===== config.mk =====
export PLATFORM = sky130hd
export DESIGN_NAME = dst_addr_filter
export DESIGN_NICKNAME = d
export VERILOG_FILES = /design/src/rtl/daf_pkg.sv /design/src/rtl/daf_addr_regs.sv /design/src/rtl/daf_byte_matcher.sv /design/src/rtl/daf_mode_decide.sv /design/src/rtl/dst_addr_filter.sv
export SDC_FILE = /design/constraint.sdc
export NUM_CORES = 1
export LEC_CHECK = 0
export BUFFER_PORTS_ARGS = -buffer_cell sky130_fd_sc_hd__buf_2
export CAP_MARGIN = 20
export CORE_MARGIN = 1
export CORE_UTILIZATION = 50
export CTS_BUF_LIST = sky130_fd_sc_hd__clkbuf_4 sky130_fd_sc_hd__clkbuf_8
export CTS_CLUSTER_SIZE = 20
export DETAILED_ROUTE_END_ITERATION = 10
export HOLD_SLACK_MARGIN = 0.15
export MAX_ROUTING_LAYER = met4
export PLACE_DENSITY = 0.78
export SETUP_SLACK_MARGIN = 0.05
export SLEW_MARGIN = 20
export SYNTH_ARGS = -nofsm -noshare
export SYNTH_HDL_FRONTEND = slang
export SYNTH_HIERARCHICAL = 1
export SYNTH_SLANG_ARGS = --single-unit

===== constraint.sdc =====
create_clock -name clk -period 3.2 [get_ports clk]
set_input_delay 0.96 -clock clk [delete_from_list [all_inputs] [get_ports clk]]
set_output_delay 0.96 -clock clk [all_outputs]
set_load 0.01 [all_outputs]

===== src/rtl/daf_pkg.sv =====
package daf_pkg;
    typedef enum logic [1:0] {
        MODE_OFF     = 2'b00,
        MODE_ALL     = 2'b01,
        MODE_UC_BC   = 2'b10,
        MODE_UC_BC_MC = 2'b11
    } match_mode_e;
endpackage


===== src/rtl/daf_addr_regs.sv =====
module daf_addr_regs
    import daf_pkg::*;
#(
    parameter int BYTE_W    = 8,
    parameter int NUM_BYTES = 6,
    parameter int ADDR_W    = 3
) (
    input  logic                        clk,
    input  logic                        rst_n,
    input  logic                        we,
    input  logic [ADDR_W-1:0]           addr,
    input  logic [BYTE_W-1:0]           wdata,
    output logic [NUM_BYTES*BYTE_W-1:0] station,
    output match_mode_e                 mode
);
    localparam int CMD_OFF = NUM_BYTES;

    typedef struct packed {
        logic [NUM_BYTES*BYTE_W-1:0] sta;
        match_mode_e                 mode;
    } regs_t;

    regs_t regs_d, regs_q;
    logic [NUM_BYTES-1:0] byte_hit;
    logic                 cmd_hit;

    // one decoded write strobe per station byte
    for (genvar g = 0; g < NUM_BYTES; g++) begin : g_dec
        assign byte_hit[g] = we && (addr == ADDR_W'(g));
    end
    assign cmd_hit = we && (addr == ADDR_W'(CMD_OFF));

    always_comb begin
        regs_d = regs_q;
        for (int i = 0; i < NUM_BYTES; i++) begin
            if (byte_hit[i]) regs_d.sta[i*BYTE_W +: BYTE_W] = wdata;
        end
        if (cmd_hit) regs_d.mode = match_mode_e'(wdata[BYTE_W-1 -: 2]);
    end

    always_ff @(posedge clk) begin
        if (!rst_n) begin
            regs_q.sta  <= '0;
            regs_q.mode <= MODE_OFF;
        end else begin
            regs_q <= regs_d;
        end
    end

    assign station = regs_q.sta;
    assign mode    = regs_q.mode;
endmodule


===== src/rtl/daf_byte_matcher.sv =====
module daf_byte_matcher
    import daf_pkg::*;
#(
    parameter int BYTE_W    = 8,
    parameter int NUM_BYTES = 6,
    parameter int CNT_W     = 3
) (
    input  logic                        clk,
    input  logic                        rst_n,
    input  logic                        byte_valid,
    input  logic                        byte_sof,
    input  logic [BYTE_W-1:0]           byte_data,
    input  logic [NUM_BYTES*BYTE_W-1:0] live_sta,
    input  match_mode_e                 live_mode,
    output logic                        last_byte,
    output logic                        st_hit,
    output logic                        bc_hit,
    output logic                        mc_hit,
    output match_mode_e                 frame_mode,
    output logic                        active_q,
    output logic [CNT_W-1:0]            cnt_q
);
    localparam logic [CNT_W-1:0] LAST_IDX = CNT_W'(NUM_BYTES - 1);

    typedef struct packed {
        logic                        active;
        logic [CNT_W-1:0]            cnt;
        logic                        st_ok;
        logic                        bc_ok;
        logic                        mc;
        logic [NUM_BYTES*BYTE_W-1:0] snap_sta;
        match_mode_e                 snap_mode;
    } mst_t;

    mst_t m_d, m_q;
    logic                        take;
    logic [CNT_W-1:0]            idx;
    logic [NUM_BYTES*BYTE_W-1:0] ref_sta;
    logic [BYTE_W-1:0]           ref_byte;
    logic                        prev_st, prev_bc;
    logic                        st_now, bc_now, mc_now;

    always_comb begin
        take     = byte_valid && (byte_sof || m_q.active);
        idx      = byte_sof ? '0 : m_q.cnt;
        ref_sta  = byte_sof ? live_sta : m_q.snap_sta;
        ref_byte = '0;
        for (int i = 0; i < NUM_BYTES; i++) begin
            if (idx == CNT_W'(i)) ref_byte = ref_sta[i*BYTE_W +: BYTE_W];
        end
        prev_st  = byte_sof ? 1'b1 : m_q.st_ok;
        prev_bc  = byte_sof ? 1'b1 : m_q.bc_ok;
        st_now   = prev_st && (byte_data == ref_byte);
        bc_now   = prev_bc && (&byte_data);
        mc_now   = byte_sof ? byte_data[0] : m_q.mc;

        m_d = m_q;
        if (take) begin
            m_d.st_ok = st_now;
            m_d.bc_ok = bc_now;
            m_d.mc    = mc_now;
            if (idx == LAST_IDX) begin
                m_d.active = 1'b0;
                m_d.cnt    = '0;
            end else begin
                m_d.active = 1'b1;
                m_d.cnt    = idx + 1'b1;
            end
            if (byte_sof) begin
                m_d.snap_sta  = live_sta;
                m_d.snap_mode = live_mode;
            end
        end
    end

    always_ff @(posedge clk) begin
        if (!rst_n) begin
            m_q <= '0;
        end else begin
            m_q <= m_d;
        end
    end

    assign last_byte  = take && (idx == LAST_IDX);
    assign st_hit     = st_now;
    assign bc_hit     = bc_now;
    assign mc_hit     = mc_now;
    assign frame_mode = byte_sof ? live_mode : m_q.snap_mode;
    assign active_q   = m_q.active;
    assign cnt_q      = m_q.cnt;
endmodule


===== src/rtl/daf_mode_decide.sv =====
module daf_mode_decide
    import daf_pkg::*;
(
    input  match_mode_e mode,
    input  logic        st_hit,
    input  logic        bc_hit,
    input  logic        mc_hit,
    output logic        accept
);
    always_comb begin
        unique case (mode)
            MODE_OFF:      accept = 1'b0;
            MODE_ALL:      accept = 1'b1;
            MODE_UC_BC:    accept = st_hit || bc_hit;
            MODE_UC_BC_MC: accept = st_hit || bc_hit || mc_hit;
            default:       accept = 1'b0;
        endcase
    end
endmodule


===== src/rtl/dst_addr_filter.sv =====
module dst_addr_filter
    import daf_pkg::*;
#(
    parameter int BYTE_W    = 8,
    parameter int NUM_BYTES = 6,
    parameter int ADDR_W    = 3
) (
    input  logic              clk,
    input  logic              rst_n,
    input  logic              reg_we,
    input  logic [ADDR_W-1:0] reg_addr,
    input  logic [BYTE_W-1:0] reg_wdata,
    input  logic              byte_valid,
    input  logic              byte_sof,
    input  logic [BYTE_W-1:0] byte_data,
    output logic              dec_valid,
    output logic              dec_accept
);
    localparam int CNT_W = (NUM_BYTES > 1) ? $clog2(NUM_BYTES) : 1;

    typedef struct packed {
        logic valid;
        logic accept;
    } dec_t;

    logic [NUM_BYTES*BYTE_W-1:0] station;
    match_mode_e                 mode;
    logic                        last_byte, st_hit, bc_hit, mc_hit, accept_raw;
    match_mode_e                 frame_mode;
    logic                        active_q;
    logic [CNT_W-1:0]            cnt_q;
    dec_t                        dec_d, dec_q;

    daf_addr_regs #(.BYTE_W(BYTE_W), .NUM_BYTES(NUM_BYTES), .ADDR_W(ADDR_W)) u_regs (
        .clk(clk), .rst_n(rst_n), .we(reg_we), .addr(reg_addr), .wdata(reg_wdata),
        .station(station), .mode(mode)
    );

    daf_byte_matcher #(.BYTE_W(BYTE_W), .NUM_BYTES(NUM_BYTES), .CNT_W(CNT_W)) u_match (
        .clk(clk), .rst_n(rst_n), .byte_valid(byte_valid), .byte_sof(byte_sof),
        .byte_data(byte_data), .live_sta(station), .live_mode(mode),
        .last_byte(last_byte), .st_hit(st_hit), .bc_hit(bc_hit), .mc_hit(mc_hit),
        .frame_mode(frame_mode), .active_q(active_q), .cnt_q(cnt_q)
    );

    daf_mode_decide u_decide (
        .mode(frame_mode), .st_hit(st_hit), .bc_hit(bc_hit), .mc_hit(mc_hit),
        .accept(accept_raw)
    );

    always_comb begin
        dec_d.valid  = last_byte;
        dec_d.accept = last_byte && accept_raw;
    end

    always_ff @(posedge clk) begin
        if (!rst_n) begin
            dec_q <= '0;
        end else begin
            dec_q <= dec_d;
        end
    end

    assign dec_valid  = dec_q.valid;
    assign dec_accept = dec_q.accept;
endmodule


# Word-level counts from Yosys, hierarchy flattened
# Cells that the tools add are included.
# op_classes
add_sub_neg,1
n_eq_ne,15
mux,14
reduce_logical,20
# ops
op,count
$mux W48,1
$mux W8,6
$eq A3 B3 Y1 const B,5
$eq A3 B2 Y1 const B,4
$logic_and A1 B1 Y1,12
$eq A8 B8 Y1,1
$reduce_and A8 Y1,1
$eq A3 B1 Y1 const B,2
$logic_not A3 Y1,2
$eq A2 B2 Y1 const B,2
$mux W4,1
$pmux W1 S4,1
$add A3 B1 Y3 const B,1
$logic_or A1 B1 Y1,3
$mux W1,3
$mux W3,1
$eq A2 B1 Y1 const B,1
$logic_not A2 Y1,1
$mux W2,1
$reduce_and A2 Y1,1
# word_totals
ff_bits,109
word_cells,66

# Depth between registers and ports, before layout
# Gate-level depths: netlist (run 1).
# depth
depth_word,14
mapped_depth,16
ltp_nobuf,13

# By module
# Netlist (run 1), hierarchy kept.
# modules_own_cells
mod,n_inst,cells_each,area_each_um2
daf_byte_matcher,1,389,3106.7
daf_addr_regs,1,177,1849.3
dst_addr_filter,1,4,52.6
daf_mode_decide,1,4,20.0

# Worst setup path after synthesis (run 1)
# No wires, ideal clock.
# synth_path
path_type,in2reg
from,in byte_sof
to,"reg dec_q, in the netlist dec_accept"
setup_time_ns,0.059
arrival_time_ns,3.291
required_time_ns,3.141
path_slack_ns,-0.150
stages,16
cell_sequence,clkbuf_2 > buf_6 > buf_6 > buf_2 > or2b_1 > ha_1 > clkbuf_1 > a221oi_2 > o21ai_0 > a21boi_0 > xor2_1 > o2111ai_1 > nor2_1 > o21ai_0 > o21ai_1 > and3_1
# synth_via
elab_chain_cells,14
elab_cells_between_ends,32
classes_between,eq/ne (9); mux (13); reduce/logical (10)
# synth_lines
item,line_no,rtl
start: declaration,dst_addr_filter.sv:14,"input logic byte_sof,"
$mux W3,daf_byte_matcher.sv:45,idx = byte_sof ? '0 : m_q.cnt;
$logic_not A3 Y1,daf_byte_matcher.sv:49,if (idx == CNT_W'(i)) ref_byte = ref_sta[i*BYTE_W +: BYTE_W];
$mux W8 (6 in a row),daf_byte_matcher.sv:49,
$eq A8 B8 Y1,daf_byte_matcher.sv:53,st_now = prev_st && (byte_data == ref_byte);
$logic_and A1 B1 Y1 *,daf_byte_matcher.sv:53,
net st_hit,dst_addr_filter.sv:28,"logic last_byte, st_hit, bc_hit, mc_hit, accept_raw;"
$logic_or A1 B1 Y1 *,"daf_mode_decide.sv:14, daf_mode_decide.sv:15",
$logic_or A1 B1 Y1,daf_mode_decide.sv:15,MODE_UC_BC_MC: accept = st_hit || bc_hit || mc_hit;
$pmux W1 S4 *,daf_mode_decide.sv:11,unique case (mode)
net accept_raw,dst_addr_filter.sv:28,
$logic_and A1 B1 Y1 *,dst_addr_filter.sv:53,dec_d.accept = last_byte && accept_raw;
end signal: assignment,dst_addr_filter.sv:58,dec_q <= '0;
end signal: assignment,dst_addr_filter.sv:60,dec_q <= dec_d;
end: declaration,dst_addr_filter.sv:32,"dec_t dec_d, dec_q;"
# Mark *: on every way through the listed nets, which the timed path passes. The rest lies on a longest branch.
# A chain may end at the register's enable or synchronous reset.

# Worst setup path in the final report (run 1)
# Ends and elaborated chain as after synthesis.

==> flow_summary.yaml, run 1 <==
floorplanning:
  die_area_um2: 10400
  coreArea_um2: 9730
  die_y_um: 102
  die_w_um: 102
  rows: 36
  pin_count: 26
  initial_core_util_pct: 51.5
critical_path:
  crit_type: "input port to register"
  cp.arrival_ns: 3.01
  rr_worst_depth: 10
  end_kind: "register"
  slowest_delay_ns: 0.48
  required_ns: 3.47
  path_cells: "buf_2 -> or3b_4 -> a211oi_1 -> a21oi_1 -> o221a_2 -> and4b_1 -> o2111ai_1 -> nor2_1 -> o21ai_0 -> o21ai_1 -> and3_1"
  crit_fanout: 12
  critPathSlowestCell: "or3b_4"
  critPathLaunchType: "input port"
cells_and_area:
  antennaDiodeCount: 0
  fin_nets: 610
  drive_gt1_share_pct: 12.4
  final_util_pct: 55.9
  fin_area_um2: 5440
  filler_cell_count: 897
  synthToLayoutAreaGrowth_pct: 8.67
min_path:
  hold_depth: 2
  hold_path.class: "register to register"
timing:
  tightestPinTransition_ns: 0.816
  tns_ns: 0
  clock.fmax_mhz: 365
  fin_crit_ns: 2.74
  holdWs_ns: 0.464
  report.final.slew_viol_count: 0
  hold_violations: 0
  max_slew_margin_pct: 45.3
  finalSetupViolations: 0
  period_share_pct: 85.6
  rsz0062_at_grt: "no"
  finalClockSkew_ns: 0.0100
route:
  wire_per_inst_um: 16.4
  wl_um: 11900
  wl_met1_um: 5700
  drt_iter0_drc: 243
  wl_met3_um: 744
  dr.max_layer_used: "met4"
  dr_wl_met2_um: 5290
  firstDrtPassIters: 4
  via_count: 3977
  viasPerCell: 5.50
  drtAntennaViolNets: 0
  drc_errors: 0
global_route:
  grt_pass1_vias: 3734
  antenna_found_initial: 0
  track_usage_pct: 25.3
  grt_pass1_wl_um: 19200
  grt_max_degree: 51
  grt-ovfl-total: 0
logic_synthesis:
  syn_area_um2: 5010
  synthCells: 571
  yosys_warnings: 6
  syn_area_per_cell_um2: 8.77
  synth_nets: 596
cts:
  cts_sinks: 109
  clk_latency_ns: 0.37
  cts_resized: 0
  cts_tree: "built"
  clk_pin_slew_ns: 0.10
  ctsHtreeMaxLevel: 3
  root_buffer: "clkbuf_8"
  cts_made_buffers: 9
  cts_max_path_buffers: 2
  hold_buffers: 0
  cts_setup_buffers: 0
place:
  place_area_um2: 5240
  portBuffers: 25
  gp_congestion: 0.926
  dp.final_hpwl_um: 8250
run_status:
  status: "complete, no violations"
power_and_ir_drop:
  ir_drop_mv: 0.252
  p_leak_nw: 2.14
  finalPower_mw: 2.45
  power_density_nw_per_um2: 451
run:
  maxCapViolCount: 0
## flip-flops by register name, indices dropped and copies added, names as in the netlist
signal	flops
u_match/m_q	53
dec_accept	1
u_match/cnt_q	3
u_regs/mode	2
u_regs/station	48
u_match/active_q	1
dec_valid	1
## area by class of cell
cell class                      instances  area, um^2  share of cell area, %
Inverter                                4        15.0                  0.276
Sequential cell                       109        2180                   40.1
Clock inverter                          7        80.1                   1.47
Multi-Input combinational cell        417        2610                   47.9
Timing Repair Buffer                   44         268                   4.92
Tap cell                              133         166                   3.06
Clock buffer                            9         124                   2.28
## cell usage in the layout (no fill, tap or decap), types with 7 or more instances in the layout
| cell type | instances |
|---|---|
| dfxtp_1 | 109 |
| a21oi_1 | 7 |
| nand2_1 | 175 |
| clkbuf_8 | 9 |
| mux2i_1 | 68 |
| o21ai_0 | 12 |
| buf_4 | 19 |
| a21boi_0 | 51 |
| nor2_1 | 13 |
| buf_2 | 25 |
## path summary, 6_finish.rpt
path / startpoint / endpoint / slack (ns)
worst max-delay path: byte_sof / dec_accept / 0.46
worst min-delay path: u_regs/station[47] / u_regs/station[47] / 0.46
worst max register to register: u_match/cnt_q[2] / dec_accept / 0.65
worst min register to register: u_regs/station[47] / u_regs/station[47] / 0.46
## metal layers
metal	vias to the layer above	track usage, %
met5	-	-
met4	0	8.24
met3	11	4.10
met2	121	37.7
met1	1871	34.9
li1	1974	-
## report_power, final
group / total, mW / leakage [nW] / switching (mW) / internal, mW
combinational: 0.204 / 1.15 / 0.129 / 0.0755
clock: 0.856 / 0.102 / 0.482 / 0.373
sequential: 1.39 / 0.881 / 0.0151 / 1.38
## worst max-delay path, delay by kind of cell
kind | cells | cell delay [ns]
compound gates | 6 | 1.00
buf+inv | 1 | 0.16
simple gates | 4 | 0.88
## per-stage QoR
step | setup slack (ns) | std cells
final | 0.461 | 723
after floorplan | -0.00234 | 571
after global routing | 0.312 | 723
after global placement | 0.202 | 707
after detailed placement | 0.0928 | 707
after CTS | 0.496 | 723
Power figures use the tool's default switching activity.
==> run 2, diff against run 1 <==
Settings changed: PLACE_DENSITY 0.78 to 0.7.
==> flow_summary.yaml, run 2 (same netlist as run 1, synthesis figures left out) <==
run_status:
  status: "complete, no violations"
power_and_ir_drop:
  ir_drop_mv: 0.280
  power_density_nw_per_um2: 452
  p_leak_nw: 2.12
global_route:
  grt-ovfl-total: 0
  grt_max_degree: 51
  grt_pass1_wl_um: 19000
  track_usage_pct: 24.8
  grt_pass1_vias: 3704
  antenna_found_initial: 0
place:
  place_area_um2: 5220
  gp_congestion: 0.905
  dp_cells: 702
  dp.final_hpwl_um: 8070
  portBuffers: 25
route:
  drc_errors: 0
  drtAntennaViolNets: 0
  wire_per_inst_um: 16.1
  firstDrtPassIters: 4
  viasPerCell: 5.44
  via_count: 3905
  wl_um: 11600
  drt_iter0_drc: 176
cells_and_area:
  layout_common_cells: "nand2_1 (175), dfxtp_1 (109), mux2i_1 (68)"
  top_register: "u_match/m_q"
  synthToLayoutAreaGrowth_pct: 8.42
  antennaDiodeCount: 0
  largest_reg_flops: 53
  drive_gt1_share_pct: 11.6
  final_util_pct: 55.8
  filler_cell_count: 910
  fin_nets: 605
  fin_area_um2: 5430
  layout_commonest_cell: "nand2_1"
  instances_no_fill: 718
cts:
  cts_sinks: 109
  cts_tree: "built"
  root_buffer: "clkbuf_8"
  cts_setup_buffers: 0
  ctsHtreeMaxLevel: 3
  cts_max_path_buffers: 2
  clk_latency_ns: 0.37
  cts_resized: 0
  clk_pin_slew_ns: 0.10
  hold_buffers: 0
  cts_made_buffers: 9
floorplanning:
  coreArea_um2: 9730
  pin_count: 26
  initial_core_util_pct: 51.5
  die_w_um: 102
  die_area_um2: 10400
  rows: 36
  die_y_um: 102
critical_path:
  rr_worst_depth: 11
  cp-startpoint: "byte_sof"
  crit_type: "input port to register"
  critPathLaunchType: "input port"
  r2r-end: "dec_accept"
  end_kind: "register"
  required_ns: 3.51
  cp.arrival_ns: 3.04
  reg2reg_setup_slack_ns: 0.49
  r2r_start: "u_match/cnt_q[0]"
  crit_fanout: 9
timing:
  hold_violations: 0
  finalClockSkew_ns: 0.0144
  period_share_pct: 85.3
  report.final.slew_viol_count: 0
  tightestPinTransition_ns: 0.786
  fin_crit_ns: 2.73
  clock.fmax_mhz: 366
  finalSetupViolations: 0
  max_slew_margin_pct: 47.3
  rsz0062_at_grt: "no"
min_path:
  hold_path.class: "register to register"
  hold_end: "u_match/m_q[36]"
  hold_depth: 2
  hold_start: "u_regs/station[34]"
run:
  maxCapViolCount: 0
-- run 2: cell count changes in the layout (fill, tap and decap cells not counted) --
cell / delta
buf_4: -7
buf_12: +2
-- run 2: worst max path at each step --
stage	endpoint	cells after the start
3_3_place_gp	dec_accept	13
4_1_cts	dec_accept	13
6_report	dec_accept	13
5_1_grt	dec_accept	13
3_5_place_dp	dec_accept	13
2_1_floorplan	dec_accept	16
-- run 2: routing by layer --
layer	GRT usage, %	up-vias	wire, um
li1	-	1960	-
met1	35.4	1837	6000
met2	36.3	99	5000
met3	3.69	9	461
met4	7.03	0	121
met5	-	-	0
-- run 2: cell type report --
type                    count  area [um^2]  area share [%]
multi-input cells         417         2610            48.0
flip-flops and latches    109         2180            40.2
repair buffers             39          255            4.70
well taps                 133          166            3.07
clock buffers               9          124            2.28
clock inverters             7         80.1            1.48
inverters                   4         15.0           0.277
-- run 2: where the power goes --
part	switching [mW]	internal, mW
combinational	0.124	0.0758
sequential	0.0171	1.38
clock	0.487	0.373
-- run 2: critical path: stages --
cell       delay, ns
buf_2           0.16
or2b_1          0.24
ha_2            0.22
inv_1           0.16
o2111ai_1       0.13
o211ai_1        0.22
xor2_1          0.18
and4b_1         0.20
o2111ai_1       0.14
nor2_1          0.13
o21ai_0         0.08
o21ai_1         0.07
and3_1          0.15
-- run 2: stage by stage --
| step | setup TNS (ns) | hold slack, ns | power (mW) | setup slack [ns] |
|---|---|---|---|---|
| after global routing | 0 | 0.474 | 2.54 | 0.232 |
| after global placement | 0 | 0.443 | 1.62 | 0.162 |
| after CTS | 0 | 0.462 | 2.47 | 0.504 |
| after floorplan | -0.00234 | 0.435 | 1.56 | -0.00234 |
| after detailed placement | 0 | 0.450 | 1.62 | 0.114 |
| final | 0 | 0.463 | 2.45 | 0.470 |
==> run 3, diff against run 2 <==
Settings changed: CTS_BUF_LIST sky130_fd_sc_hd__clkbuf_4 sky130_fd_sc_hd__clkbuf_8 to sky130_fd_sc_hd__clkbuf_4.
==> flow_summary.yaml, run 3 (same netlist as run 1, synthesis figures left out) <==
critical_path:
  crit_fanout: 11
  end_kind: "register"
  crit_type: "register to register"
  rr_worst_depth: 11
  required_ns: 3.57
  r2r_start: "u_match/cnt_q[0]"
  critPathLaunchType: "register"
  cp.arrival_ns: 3.12
  cp-startpoint: "u_match/cnt_q[0]"
floorplanning:
  pin_count: 26
  initial_core_util_pct: 51.5
  die_w_um: 102
  die_area_um2: 10400
  die_y_um: 102
  rows: 36
  coreArea_um2: 9730
timing:
  tns_ns: 0
  report.final.slew_viol_count: 0
  rsz0062_at_grt: "no"
  fin_crit_ns: 2.75
  period_share_pct: 86.0
  clock.fmax_mhz: 363
  tightestPinTransition_ns: 0.801
  finalClockSkew_ns: 0.0166
  max_slew_margin_pct: 46.3
  hold_violations: 0
  finalSetupViolations: 0
cells_and_area:
  antennaDiodeCount: 0
  drive_gt1_share_pct: 11.6
  filler_cell_count: 917
  largest_reg_flops: 53
  instances_no_fill: 718
  register_area_um2: 2180
  multi_input_area_um2: 2610
  top_register: "u_match/m_q"
  fin_nets: 605
  layout_commonest_cell: "nand2_1"
  layout_common_cells: "nand2_1 (175), dfxtp_1 (109), mux2i_1 (68)"
  synthToLayoutAreaGrowth_pct: 7.30
run_status:
  status: "complete, no violations"
global_route:
  track_usage_pct: 24.9
  grt_max_degree: 51
  grt_pass1_vias: 3719
  grt-ovfl-total: 0
  antenna_found_initial: 0
  grt_pass1_wl_um: 19000
cts:
  cts_resized: 0
  cts_max_path_buffers: 2
  clk_pin_slew_ns: 0.17
  cts_tree: "built"
  hold_buffers: 0
  cts_made_buffers: 9
  cts_setup_buffers: 0
  ctsHtreeMaxLevel: 3
  clk_latency_ns: 0.47
  cts_sinks: 109
  root_buffer: "clkbuf_4"
route:
  drc_errors: 0
  drtAntennaViolNets: 0
  viasPerCell: 5.40
  drt_iter0_drc: 192
  wl_um: 11600
  firstDrtPassIters: 5
  wire_per_inst_um: 16.1
  via_count: 3879
place:
  dp_cells: 702
  gp_congestion: 0.905
  dp.final_hpwl_um: 8070
  portBuffers: 25
min_path:
  hold_start: "u_regs/station[40]"
  hold_path.class: "register to register"
  hold_depth: 2
run:
  maxCapViolCount: 0
power_and_ir_drop:
  power_density_nw_per_um2: 431
  p_leak_nw: 2.10
  ir_drop_mv: 0.298
  finalPower_mw: 2.32
==> run 3: cell counts in the layout (fill, tap and decap cells not counted) <==
Identical to the previous run, type by type.
==> run 3: layout make-up <==
class	count	area share (%)
multi-input cells	417	48.5
clock buffers	9	1.26
inverters	4	0.280
flip-flops and latches	109	40.6
repair buffers	39	4.75
clock inverters	7	1.49
well taps	133	3.10
==> run 3: through the flow <==
stage          util [%]  setup slack, ns  hold WS (ns)  area [um^2]
2_1_floorplan         -         -0.00234         0.435         5020
3_3_place_gp       53.7            0.162         0.443         5220
3_5_place_dp       53.7            0.114         0.450         5220
4_1_cts            55.2            0.546         0.465         5370
5_1_grt            55.2            0.237         0.480         5370
6_report           55.2            0.448         0.470         5370
==> run 3: final timing paths <==
kind,end,slack [ns]
setup / recovery,dec_accept,0.45
hold / removal,u_match/m_q[42],0.47
setup reg to reg,dec_accept,0.45
hold reg to reg,u_match/m_q[42],0.47
==> run 3: report_power, final <==
| part | total [mW] | internal (mW) | switching [mW] |
|---|---|---|---|
| registers | 1.40 | 1.38 | 0.0169 |
| logic | 0.201 | 0.0759 | 0.125 |
| clock network | 0.720 | 0.250 | 0.470 |
| total | 2.32 | 1.71 | 0.612 |
==> run 3: worst max-delay path, cell delays in order, from the launching register on <==
cell and delay [ns]:
dfxtp_1 0.62, buf_4 0.25, nor4b_2 0.57, and2_1 0.21, o211ai_1 0.12, xor2_1 0.16, and4b_1 0.19, o2111ai_1 0.11
nor2_1 0.08, o21ai_0 0.14, o21ai_1 0.07, and3_1 0.14
==> run 3: routing by layer <==
metal	up-vias	GRT usage, %	part of all wire, %
li1	1963	-	-
met1	1831	35.0	52
met2	77	36.8	44
met3	8	3.90	3.7
met4	0	7.47	1.0
met5	-	-	0
